### config.mk
export PLATFORM = sky130hd
export DESIGN_NAME = uart_regport
export DESIGN_NICKNAME = d
export VERILOG_FILES = /design/src/rtl/uart_regport_pkg.sv /design/src/rtl/uart_baud.sv /design/src/rtl/uart_tx_frame.sv /design/src/rtl/uart_rx_frame.sv /design/src/rtl/uart_regport.sv
export SDC_FILE = /design/constraint.sdc
export NUM_CORES = 1
export LEC_CHECK = 0
export BUFFER_PORTS_ARGS = -buffer_cell sky130_fd_sc_hd__buf_4
export CAP_MARGIN = 40
export CORE_ASPECT_RATIO = 0.9
export CORE_MARGIN = 1
export CORE_UTILIZATION = 40
export CTS_CLUSTER_DIAMETER = 60
export DETAILED_ROUTE_END_ITERATION = 6
export PLACE_DENSITY_LB_ADDON = 0.2
export SYNTH_ARGS = -nofsm -noshare
export SYNTH_HDL_FRONTEND = slang
export SYNTH_HIERARCHICAL = 1
export SYNTH_SLANG_ARGS = --single-unit
### constraint.sdc
create_clock -name clk -period 3.9 [get_ports clk]
set_clock_uncertainty 0.15 [all_clocks]
set_input_delay 0.585 -clock clk [delete_from_list [all_inputs] [get_ports clk]]
set_output_delay 0.585 -clock clk [all_outputs]
set_load 0.01 [all_outputs]
### src/rtl/uart_regport_pkg.sv
package uart_regport_pkg;

  localparam int CHAR_W = 8;

  // bus register map
  localparam logic [1:0] A_DATA   = 2'd0;
  localparam logic [1:0] A_MODE   = 2'd1;
  localparam logic [1:0] A_STATUS = 2'd2;
  localparam logic [1:0] A_DIV    = 2'd3;

  // mode register bit positions
  localparam int M_TXEN  = 0;
  localparam int M_RXEN  = 1;
  localparam int M_LEN8  = 2;
  localparam int M_PARLO = 3;
  localparam int M_STOP2 = 5;
  localparam int MODE_W  = 6;

  // status register bit positions
  localparam int S_PERR  = 0;
  localparam int S_FERR  = 1;
  localparam int S_OVR   = 2;
  localparam int S_BUSY  = 3;
  localparam int S_WBUSY = 4;
  localparam int S_FULL  = 5;

  typedef enum logic [1:0] {
    PAR_NONE = 2'd0,
    PAR_EVEN = 2'd1,
    PAR_ODD  = 2'd2,
    PAR_ZERO = 2'd3
  } par_mode_e;

  typedef enum logic [2:0] {
    FR_IDLE, FR_START, FR_DATA, FR_PAR, FR_STOP
  } frame_state_e;

  // parity bit that belongs after the character
  function automatic logic par_bit(input logic [CHAR_W-1:0] d,
                                   input logic len8,
                                   input par_mode_e pm);
    logic [CHAR_W-1:0] m;
    m = len8 ? d : {1'b0, d[CHAR_W-2:0]};
    case (pm)
      PAR_EVEN: par_bit = ^m;
      PAR_ODD:  par_bit = ~^m;
      default:  par_bit = 1'b0;
    endcase
  endfunction

endpackage

### src/rtl/uart_baud.sv
module uart_baud #(
  parameter int DIV_W = 8
) (
  input  logic             clk,
  input  logic             rst_n,
  input  logic [DIV_W-1:0] div,
  input  logic             restart,
  output logic             tick
);
  logic [DIV_W-1:0] cnt;

  assign tick = (cnt == div) && !restart;

  always_ff @(posedge clk or negedge rst_n) begin
    if (!rst_n)       cnt <= '0;
    else if (restart) cnt <= '0;
    else if (tick)    cnt <= '0;
    else              cnt <= cnt + 1'b1;
  end

  AST_TICK_GAP: assert property (@(posedge clk) disable iff (!rst_n)
    (tick && div != '0 && $stable(div)) |=> !tick);

endmodule

### src/rtl/uart_tx_frame.sv
module uart_tx_frame
  import uart_regport_pkg::*;
#(
  parameter int OVS = 16
) (
  input  logic              clk,
  input  logic              rst_n,
  input  logic              tick,
  input  logic              start,
  input  logic [CHAR_W-1:0] data,
  input  logic              len8,
  input  par_mode_e         pmode,
  input  logic              stop2,
  output logic              busy,
  output logic              txd
);
  localparam int CW = $clog2(OVS);
  localparam int IW = $clog2(CHAR_W);

  frame_state_e      st;
  logic [CW-1:0]     tcnt;
  logic [IW-1:0]     idx;
  logic [CHAR_W-1:0] hold;
  logic              len8_q, stop2_q, extra_stop, pbit;
  par_mode_e         pm_q;
  logic              bit_end;
  logic [IW-1:0]     nidx;
  logic [IW-1:0]     last_idx;

  assign busy     = (st != FR_IDLE);
  assign bit_end  = tick && (tcnt == CW'(OVS-1));
  assign nidx     = idx + 1'b1;
  assign last_idx = len8_q ? IW'(CHAR_W-1) : IW'(CHAR_W-2);

  always_ff @(posedge clk or negedge rst_n) begin
    if (!rst_n) begin
      st         <= FR_IDLE;
      tcnt       <= '0;
      idx        <= '0;
      hold       <= '1;
      len8_q     <= 1'b1;
      stop2_q    <= 1'b0;
      extra_stop <= 1'b0;
      pbit       <= 1'b0;
      pm_q       <= PAR_NONE;
      txd        <= 1'b1;
    end else if (start && !busy) begin
      hold    <= data;
      len8_q  <= len8;
      stop2_q <= stop2;
      pm_q    <= pmode;
      pbit    <= par_bit(data, len8, pmode);
      tcnt    <= '0;
      st      <= FR_START;
      txd     <= 1'b0;
    end else if (busy && tick) begin
      tcnt <= tcnt + 1'b1;
      if (bit_end) begin
        case (st)
          FR_START: begin
            st  <= FR_DATA;
            idx <= '0;
            txd <= hold[0];
          end
          FR_DATA: begin
            if (idx == last_idx) begin
              if (pm_q != PAR_NONE) begin
                st  <= FR_PAR;
                txd <= pbit;
              end else begin
                st         <= FR_STOP;
                extra_stop <= stop2_q;
                txd        <= 1'b1;
              end
            end else begin
              idx <= nidx;
              txd <= hold[nidx];
            end
          end
          FR_PAR: begin
            st         <= FR_STOP;
            extra_stop <= stop2_q;
            txd        <= 1'b1;
          end
          FR_STOP: begin
            if (extra_stop) extra_stop <= 1'b0;
            else            st         <= FR_IDLE;
            txd <= 1'b1;
          end
          default: st <= FR_IDLE;
        endcase
      end
    end
  end

  AST_TX_START_LOW: assert property (@(posedge clk) disable iff (!rst_n)
    $rose(busy) |-> !txd);
  AST_TX_IDLE_HIGH: assert property (@(posedge clk) disable iff (!rst_n)
    !busy |-> txd);
  AST_TX_STOP_HIGH: assert property (@(posedge clk) disable iff (!rst_n)
    (st == FR_STOP) |-> txd);

endmodule

### src/rtl/uart_rx_frame.sv
module uart_rx_frame
  import uart_regport_pkg::*;
#(
  parameter int OVS = 16
) (
  input  logic              clk,
  input  logic              rst_n,
  input  logic              tick,
  input  logic              en,
  input  logic              rxd,
  input  logic              len8,
  input  par_mode_e         pmode,
  output logic              done,
  output logic [CHAR_W-1:0] char_out,
  output logic              perr,
  output logic              ferr
);
  localparam int CW = $clog2(OVS);
  localparam int IW = $clog2(CHAR_W);

  frame_state_e      st;
  logic [1:0]        sync;
  logic              rxs;
  logic [CW-1:0]     tcnt;
  logic [IW-1:0]     idx;
  logic [CHAR_W-1:0] shreg;
  logic              par_rx;
  logic              mid_start, bit_ctr;
  logic [IW-1:0]     last_idx;

  assign rxs       = sync[1];
  assign mid_start = tick && (tcnt == CW'(OVS/2-1));
  assign bit_ctr   = tick && (tcnt == CW'(OVS-1));
  assign last_idx  = len8 ? IW'(CHAR_W-1) : IW'(CHAR_W-2);

  assign done     = (st == FR_STOP) && bit_ctr;
  assign char_out = len8 ? shreg : {1'b0, shreg[CHAR_W-2:0]};
  assign perr     = (pmode != PAR_NONE) && (par_rx != par_bit(shreg, len8, pmode));
  assign ferr     = !rxs;

  always_ff @(posedge clk or negedge rst_n) begin
    if (!rst_n) sync <= 2'b11;
    else        sync <= {sync[0], rxd};
  end

  always_ff @(posedge clk or negedge rst_n) begin
    if (!rst_n) begin
      st     <= FR_IDLE;
      tcnt   <= '0;
      idx    <= '0;
      shreg  <= '0;
      par_rx <= 1'b0;
    end else begin
      case (st)
        FR_IDLE: begin
          tcnt <= '0;
          if (en && !rxs) st <= FR_START;
        end
        FR_START: begin
          if (tick) tcnt <= tcnt + 1'b1;
          if (mid_start) begin
            tcnt <= '0;
            idx  <= '0;
            st   <= rxs ? FR_IDLE : FR_DATA;
          end
        end
        FR_DATA: begin
          if (tick) tcnt <= tcnt + 1'b1;
          if (bit_ctr) begin
            shreg[idx] <= rxs;
            idx        <= idx + 1'b1;
            if (idx == last_idx) st <= (pmode != PAR_NONE) ? FR_PAR : FR_STOP;
          end
        end
        FR_PAR: begin
          if (tick) tcnt <= tcnt + 1'b1;
          if (bit_ctr) begin
            par_rx <= rxs;
            st     <= FR_STOP;
          end
        end
        FR_STOP: begin
          if (tick) tcnt <= tcnt + 1'b1;
          if (bit_ctr) st <= FR_IDLE;
        end
        default: st <= FR_IDLE;
      endcase
    end
  end

  AST_RX_GATED: assert property (@(posedge clk) disable iff (!rst_n)
    ((st == FR_IDLE) && !en) |=> (st == FR_IDLE));

endmodule

### src/rtl/uart_regport.sv
module uart_regport
  import uart_regport_pkg::*;
#(
  parameter int DIV_W  = 8,
  parameter int OVS    = 16,
  parameter int ADDR_W = 2
) (
  input  logic              clk,
  input  logic              rst_n,
  input  logic              bus_wr,
  input  logic              bus_rd,
  input  logic [ADDR_W-1:0] bus_addr,
  input  logic [7:0]        bus_wdata,
  output logic [7:0]        bus_rdata,
  input  logic              rxd,
  output logic              txd
);
  logic [MODE_W-1:0] mode;
  logic [DIV_W-1:0]  div;
  logic [CHAR_W-1:0] rx_buf;
  logic              rx_full, st_perr, st_ferr, st_ovr, st_wbusy;
  logic              tick, tx_busy, tx_start;
  logic              rx_done, rx_perr, rx_ferr;
  logic [CHAR_W-1:0] rx_char;
  logic              wr_data, rd_data, rd_stat, wr_div;
  par_mode_e         pmode;

  assign wr_data  = bus_wr && (bus_addr == A_DATA);
  assign wr_div   = bus_wr && (bus_addr == A_DIV);
  assign rd_data  = bus_rd && (bus_addr == A_DATA);
  assign rd_stat  = bus_rd && (bus_addr == A_STATUS);
  assign pmode    = par_mode_e'(mode[M_PARLO +: 2]);
  assign tx_start = wr_data && mode[M_TXEN] && !tx_busy;

  uart_baud #(.DIV_W(DIV_W)) u_baud (
    .clk(clk), .rst_n(rst_n), .div(div), .restart(wr_div), .tick(tick));

  uart_tx_frame #(.OVS(OVS)) u_tx (
    .clk(clk), .rst_n(rst_n), .tick(tick), .start(tx_start),
    .data(bus_wdata), .len8(mode[M_LEN8]), .pmode(pmode),
    .stop2(mode[M_STOP2]), .busy(tx_busy), .txd(txd));

  uart_rx_frame #(.OVS(OVS)) u_rx (
    .clk(clk), .rst_n(rst_n), .tick(tick), .en(mode[M_RXEN]), .rxd(rxd),
    .len8(mode[M_LEN8]), .pmode(pmode), .done(rx_done),
    .char_out(rx_char), .perr(rx_perr), .ferr(rx_ferr));

  always_ff @(posedge clk or negedge rst_n) begin
    if (!rst_n) begin
      mode <= '0;
      div  <= '0;
    end else if (bus_wr) begin
      if (bus_addr == A_MODE) mode <= bus_wdata[MODE_W-1:0];
      if (bus_addr == A_DIV)  div  <= bus_wdata[DIV_W-1:0];
    end
  end

  always_ff @(posedge clk or negedge rst_n) begin
    if (!rst_n) begin
      rx_buf   <= '1;
      rx_full  <= 1'b0;
      st_perr  <= 1'b0;
      st_ferr  <= 1'b0;
      st_ovr   <= 1'b0;
      st_wbusy <= 1'b0;
    end else begin
      if (rd_data) rx_full <= 1'b0;
      if (rd_stat) begin
        st_perr  <= 1'b0;
        st_ferr  <= 1'b0;
        st_ovr   <= 1'b0;
        st_wbusy <= 1'b0;
      end
      if (wr_data && tx_busy) st_wbusy <= 1'b1;
      if (rx_done) begin
        rx_buf  <= rx_char;
        rx_full <= 1'b1;
        if (rx_perr) st_perr <= 1'b1;
        if (rx_ferr) st_ferr <= 1'b1;
        if (rx_full && !rd_data) st_ovr <= 1'b1;
      end
    end
  end

  always_comb begin
    bus_rdata = '0;
    case (bus_addr)
      A_DATA:   bus_rdata = rx_buf;
      A_MODE:   bus_rdata = 8'(mode);
      A_STATUS: bus_rdata = {2'b00, rx_full, st_wbusy, tx_busy, st_ovr, st_ferr, st_perr};
      default:  bus_rdata = 8'(div);
    endcase
  end

  AST_BUF_HOLD: assert property (@(posedge clk) disable iff (!rst_n)
    !rx_done |=> $stable(rx_buf));
  AST_MSB_ZERO: assert property (@(posedge clk) disable iff (!rst_n)
    (rx_done && !mode[M_LEN8]) |=> !rx_buf[7]);
  AST_OVERRUN: assert property (@(posedge clk) disable iff (!rst_n)
    (rx_done && rx_full && !rd_data) |=> st_ovr);
  AST_BUSY_WRITE: assert property (@(posedge clk) disable iff (!rst_n)
    (wr_data && tx_busy) |=> (st_wbusy && tx_busy));
  AST_STAT_CLEAR: assert property (@(posedge clk) disable iff (!rst_n)
    (rd_stat && !rx_done && !wr_data) |=> !(st_perr || st_ferr || st_ovr || st_wbusy));

endmodule

# Word-level counts from Yosys, hierarchy flattened
# Cells that the tools add are included.
# word_totals
word_cells	179
regBits	81
out_inout_bits	9
# classes
addsub	5
n_eq_ne	31
n_lt_le_gt_ge	3
bitwise_logic	1
mux	62
reduce_logical	52
# op_table
op	n
3-bit 2-to-1 mux	16
8-bit 2-to-1 mux	4
1-bit 2-to-1 mux	24
8-bit one-hot mux with 3 select lines	1
1-bit logical AND	18
4-bit 2-to-1 mux	4
2-bit nonzero test	8
8-bit XNOR reduction	2
8-bit XOR reduction	2
3-bit one-hot mux with 5 select lines	1
2-bit by 1-bit inequality test with 1-bit output (second input constant)	7
3-bit by 2-bit == test with 1-bit output (second input constant)	4
3-bit one-hot mux with 2 select lines	2
3-bit one-hot mux with 4 select lines	1
4-bit one-hot mux with 3 select lines	1
6-bit AND reduction	2
3-bit nonzero test	3
4-bit by 1-bit adder with 4-bit output (second input constant)	2
8-bit by 1-bit adder with 8-bit output (second input constant)	1
8-bit bitwise mux	1
4-bit == test (second input constant)	2
8-bit == test	1
3-bit by 4-bit less-than comparator with 1-bit output (second input constant)	2
2-bit AND reduction	4
other kinds (27)	41

# Depth between registers and ports, before layout
# depth
word_depth	8
ltp_mapped	11
ltp_nobuf	8

# Hierarchy
# Netlist, hierarchy kept.
# modules_own_cells
module	cells_each	area_each_um2	n_inst
uart_tx_frame	121	1412.6	1
uart_regport	83	1290.0	1
uart_rx_frame	128	1238.7	1
uart_baud	47	510.5	1

# Least setup slack after synthesis
# Ideal clock, no wire load.
# synth_timing
kind	input to register
startpoint	input bus_addr[0]
endpoint	register u_rx.shreg[1]
arrival_time_ns	2.570
slack_ns	1.055
cell_stages	11
setup_ns	0.125
cell_sequence	buf_6 buf_8 nand3_2 inv_1 buf_1 and3b_1 and3_1 and3_1 nand2_1 nor3b_1 mux2_2
# synth_between
elab_chain_len	6
# synth_rtl
element	line_no	text
from (decl)	uart_regport.sv:12	input logic [ADDR_W-1:0] bus_addr,
2-bit == test	uart_regport.sv:29	assign wr_div = bus_wr && (bus_addr == A_DIV);
1-bit logical AND	uart_regport.sv:29	
via wr_div	uart_regport.sv:25	logic wr_data, rd_data, rd_stat, wr_div;
1-bit logical NOT	uart_baud.sv:12	assign tick = (cnt == div) && !restart;
1-bit logical AND	uart_baud.sv:12	
via tick	uart_regport.sv:22	logic tick, tx_busy, tx_start;
1-bit logical AND	uart_rx_frame.sv:33	assign bit_ctr = tick && (tcnt == CW'(OVS-1));
2-bit AND reduction (no line)	n/a	
to (signal, indexed assignment)	uart_rx_frame.sv:70	shreg[idx] <= rxs;
to (decl)	uart_rx_frame.sv:26	logic [CHAR_W-1:0] shreg;
# The timed path passes the listed nets, and every way through them passes these cells.
# A chain may end at the register's enable or synchronous reset.

# Worst setup path after layout
# layout_timing
startpoint	register u_baud.cnt[0]
endpoint	register u_rx.shreg[1]
# layout_between
elab_chain_len	4
# layout_rtl
element	line_no	text
from (decl)	uart_baud.sv:10	logic [DIV_W-1:0] cnt;
from (signal assigned)	uart_baud.sv:18	else cnt <= cnt + 1'b1;
8-bit == test	uart_baud.sv:12	
1-bit logical AND	uart_baud.sv:12	
via tick	uart_regport.sv:22	
1-bit logical AND	uart_rx_frame.sv:33	
2-bit AND reduction (no line)	n/a	
# The timed path passes the listed nets, and every way through them passes these cells.

==> results.py <==
metrics = {
    "global_routing": {
        "grt_overflow": 0,
        "antenna_found_initial": 0,
        "grt_pass1_vias": 2733,
        "grt_pass1_wl_um": 14800,
        "grt_max_degree": 48,
        "grt_use_total_pct": 17.0,
    },
    "place": {
        "dp_slack_ps": 817,
        "numPortBuffers": 23,
        "gp_congestion": 0.772,
        "dp_hpwl_um": 6620,
        "place_area_mm2": 0.00463,
    },
    "critical_path": {
        "rr_startpoint": "u_baud/cnt[0]$_DFF_PN0_",
        "cp.required_ps": 3960,
        "worstSetupStartpointType": "flip-flop",
        "cp_common_cell": "and3_1",
        "cp_slowest_cell": "dfrtp_1",
        "reg2reg_slack_ps": 790,
        "crit_cells": 8,
        "r2r_cells": 8,
        "rr_endpoint": "u_rx/shreg[1]$_DFFE_PN0P_",
        "crit_fanout": 9,
        "cp_num_buf_inv": 0,
        "cp_top_family": "simple AND/OR/NAND/NOR gates",
        "cp_slowest_stage_delay_ps": 470,
        "crit_path_cell_trace": "xor2_1 > nor4_4 > and3b_1 > and3_1 > and3_1 > nand2_1 > nor3b_1 > mux2_2",
        "cp.arrival_ps": 3180,
        "crit_type": "reg -> reg",
        "worstSetupEndpointType": "flip-flop",
    },
    "floorplan": {
        "die-area_mm2": 0.0116,
        "dieHeight_um": 102,
        "start_util_pct": 41.2,
        "fp.dieW_um": 113,
        "num_rows": 36,
        "ios": 24,
        "coreArea_mm2": 0.0108,
    },
    "synth": {
        "ys_ff_latch": 81,
        "synth_common_cells": "dfrtp_1, mux2_2, nor2_1",
        "synth-edff-count": 0,
        "yosys.cell_types.count": 70,
        "yosys.area.top_type_share_pct": 34.3,
        "synth_area_leaders": "dfrtp_1, dfstp_2, mux2_2, xor2_1, xnor2_1",
        "synth.most_common_cell": "dfrtp_1",
        "yosysTopAreaCell": "dfrtp_1",
        "ys.flop_type": "dfrtp_1",
        "yosys_warnings": 6,
        "avgSynthCellArea_um2": 11.7,
        "synth-async-reset-ratio_pct": 100,
        "syn-cell-area_mm2": 0.00445,
        "syn_nets": 399,
        "yosysSeqAreaShare_pct": 46.1,
        "postSynthCellCount": 379,
    },
    "status": {
        "status": "completed",
    },
    "sta": {
        "hold_violations": 0,
        "drv_slew": 0,
        "fmax_mhz": 321,
        "period_needed_ps": 3110,
        "rsz0062_at_grt": "false",
        "slew_headroom_pct": 60.3,
        "setup_ws_ps": 786,
        "setup_viol": 0,
        "setup_tns_ps": 0,
        "worstMarginPinSlew_ps": 595,
        "timing.final.crit_share_pct": 79.8,
    },
    "clock_network": {
        "cts_setup_buffers": 0,
        "post_cts_resized": 0,
        "clkSinkCount": 81,
        "cts_buffer_depth": 2,
        "clk_pin_slew_ps": 60,
        "htree_levels": 3,
        "cts_tree": "built",
        "cts_root_buf": "clkbuf_16",
        "cts.hold.buffers_added": 0,
        "clk_latency_ps": 330,
        "cts_buffers": 9,
    },
    "pwr": {
        "powerDensity_mw_per_mm2": 514,
        "leakagePower_nw": 2.08,
        "total_power_mw": 2.52,
        "peakVddDrop_mv": 0.255,
    },
    "worst_hold_path": {
        "hold_path.class": "in -> async",
    },
    "layout": {
        "drive_above_1_share_pct": 30.4,
        "finalNetCount": 410,
        "diodes": 0,
        "postLayoutCellArea_mm2": 0.00491,
        "area_growth_pct": 10.2,
    },
    "drt": {
        "drt_iter0_markers": 177,
        "ant_nets": 0,
        "vias": 2902,
        "wl_um": 9120,
        "drc": 0,
        "first_pass_iters": 4,
        "post_drt_wl_per_cell_um": 17.3,
        "vias_per_cell": 5.50,
    },
    "run": {
        "max-cap-violations": 0,
    },
}
## cells by family (layout without fill, tap and decap cells)
| kind of cell | count (synthesis) | after routing | synth area share (%) |
|---|---|---|---|
| simple gates | 110 | 110 | 14.1 |
| flops | 81 | 81 | 46.1 |
| compound gates | 61 | 61 | 9.92 |
| mux | 58 | 58 | 17.0 |
| buf+inv | 34 | 50 | 4.97 |
| xor+xnor | 30 | 30 | 6.52 |
| fa+ha+maj | 5 | 5 | 1.41 |
## worst max path at each step
stage	slack [ps]	startpoint	endpoint
2_1_floorplan	1060	bus_addr[0]	u_rx/shreg[1]$_DFFE_PN0P_
3_3_place_gp	860	bus_addr[1]	u_rx/shreg[1]$_DFFE_PN0P_
3_5_place_dp	820	bus_addr[1]	u_rx/shreg[1]$_DFFE_PN0P_
4_1_cts	820	u_baud/cnt[0]$_DFF_PN0_	u_rx/shreg[1]$_DFFE_PN0P_
5_1_grt	540	u_baud/cnt[4]$_DFF_PN0_	u_rx/shreg[1]$_DFFE_PN0P_
6_report	790	u_baud/cnt[0]$_DFF_PN0_	u_rx/shreg[1]$_DFFE_PN0P_
## where the power goes
group	switching [mW]	internal, mW	total (mW)
logic	0.266	0.281	0.548
clock network	0.312	0.466	0.778
registers	0.187	1.01	1.19
total	0.765	1.76	2.52
## routing by layer
| layer | share of wire [%] | vias to the layer above | track usage [%] |
|---|---|---|---|
| met5 | 0 | - | 0 |
| met4 | 1.2 | 0 | 5.47 |
| met3 | 2.9 | 9 | 4.27 |
| met2 | 45 | 37 | 25.0 |
| met1 | 51 | 1457 | 24.6 |
| li1 | - | 1399 | - |
## cell type report
type / instances / area (um^2)
Timing Repair Buffer: 24 / 200
Inverter: 10 / 37.5
Tap cell: 133 / 166
Multi-Input combinational cell: 264 / 2180
Clock inverter: 1 / 5.00
Clock buffer: 15 / 268
Fill cell: 1009 / 5900
Sequential cell: 81 / 2050
## state kept, by name (all words and copies together), names as in the netlist, 4 cells and up
signal and flops:
div 8, mode 6, rx_buf 8, u_baud/cnt 8, u_rx/shreg 8, u_rx/tcnt 4, u_tx/hold 8, u_tx/tcnt 4
## cell usage in the layout (no fill, tap or decap), types with 4 or more instances in the layout
master,n
mux4_2,4
or3_1,6
a22o_1,6
nand2_1,21
nor2_1,24
inv_1,10
nand3_1,14
nand2b_1,5
a211oi_1,6
dfrtp_1,61
and3_1,4
nor3_1,8
clkbuf_16,9
clkbuf_1,4
a21oi_1,6
o21ai_0,16
xor2_1,15
ha_1,5
mux2_2,44
buf_4,23
mux2i_1,4
xnor2_1,13
dfstp_2,20
mux4_1,4
## stage by stage
step,hold slack [ps],util (%),instances
2_1_floorplan,139,-,379
6_report,61.0,45.4,528
4_1_cts,80.1,45.4,528
3_3_place_gp,199,42.6,511
3_5_place_dp,198,42.9,512
5_1_grt,100,45.4,528
No activity file was read; power rests on OpenSTA's default activity.
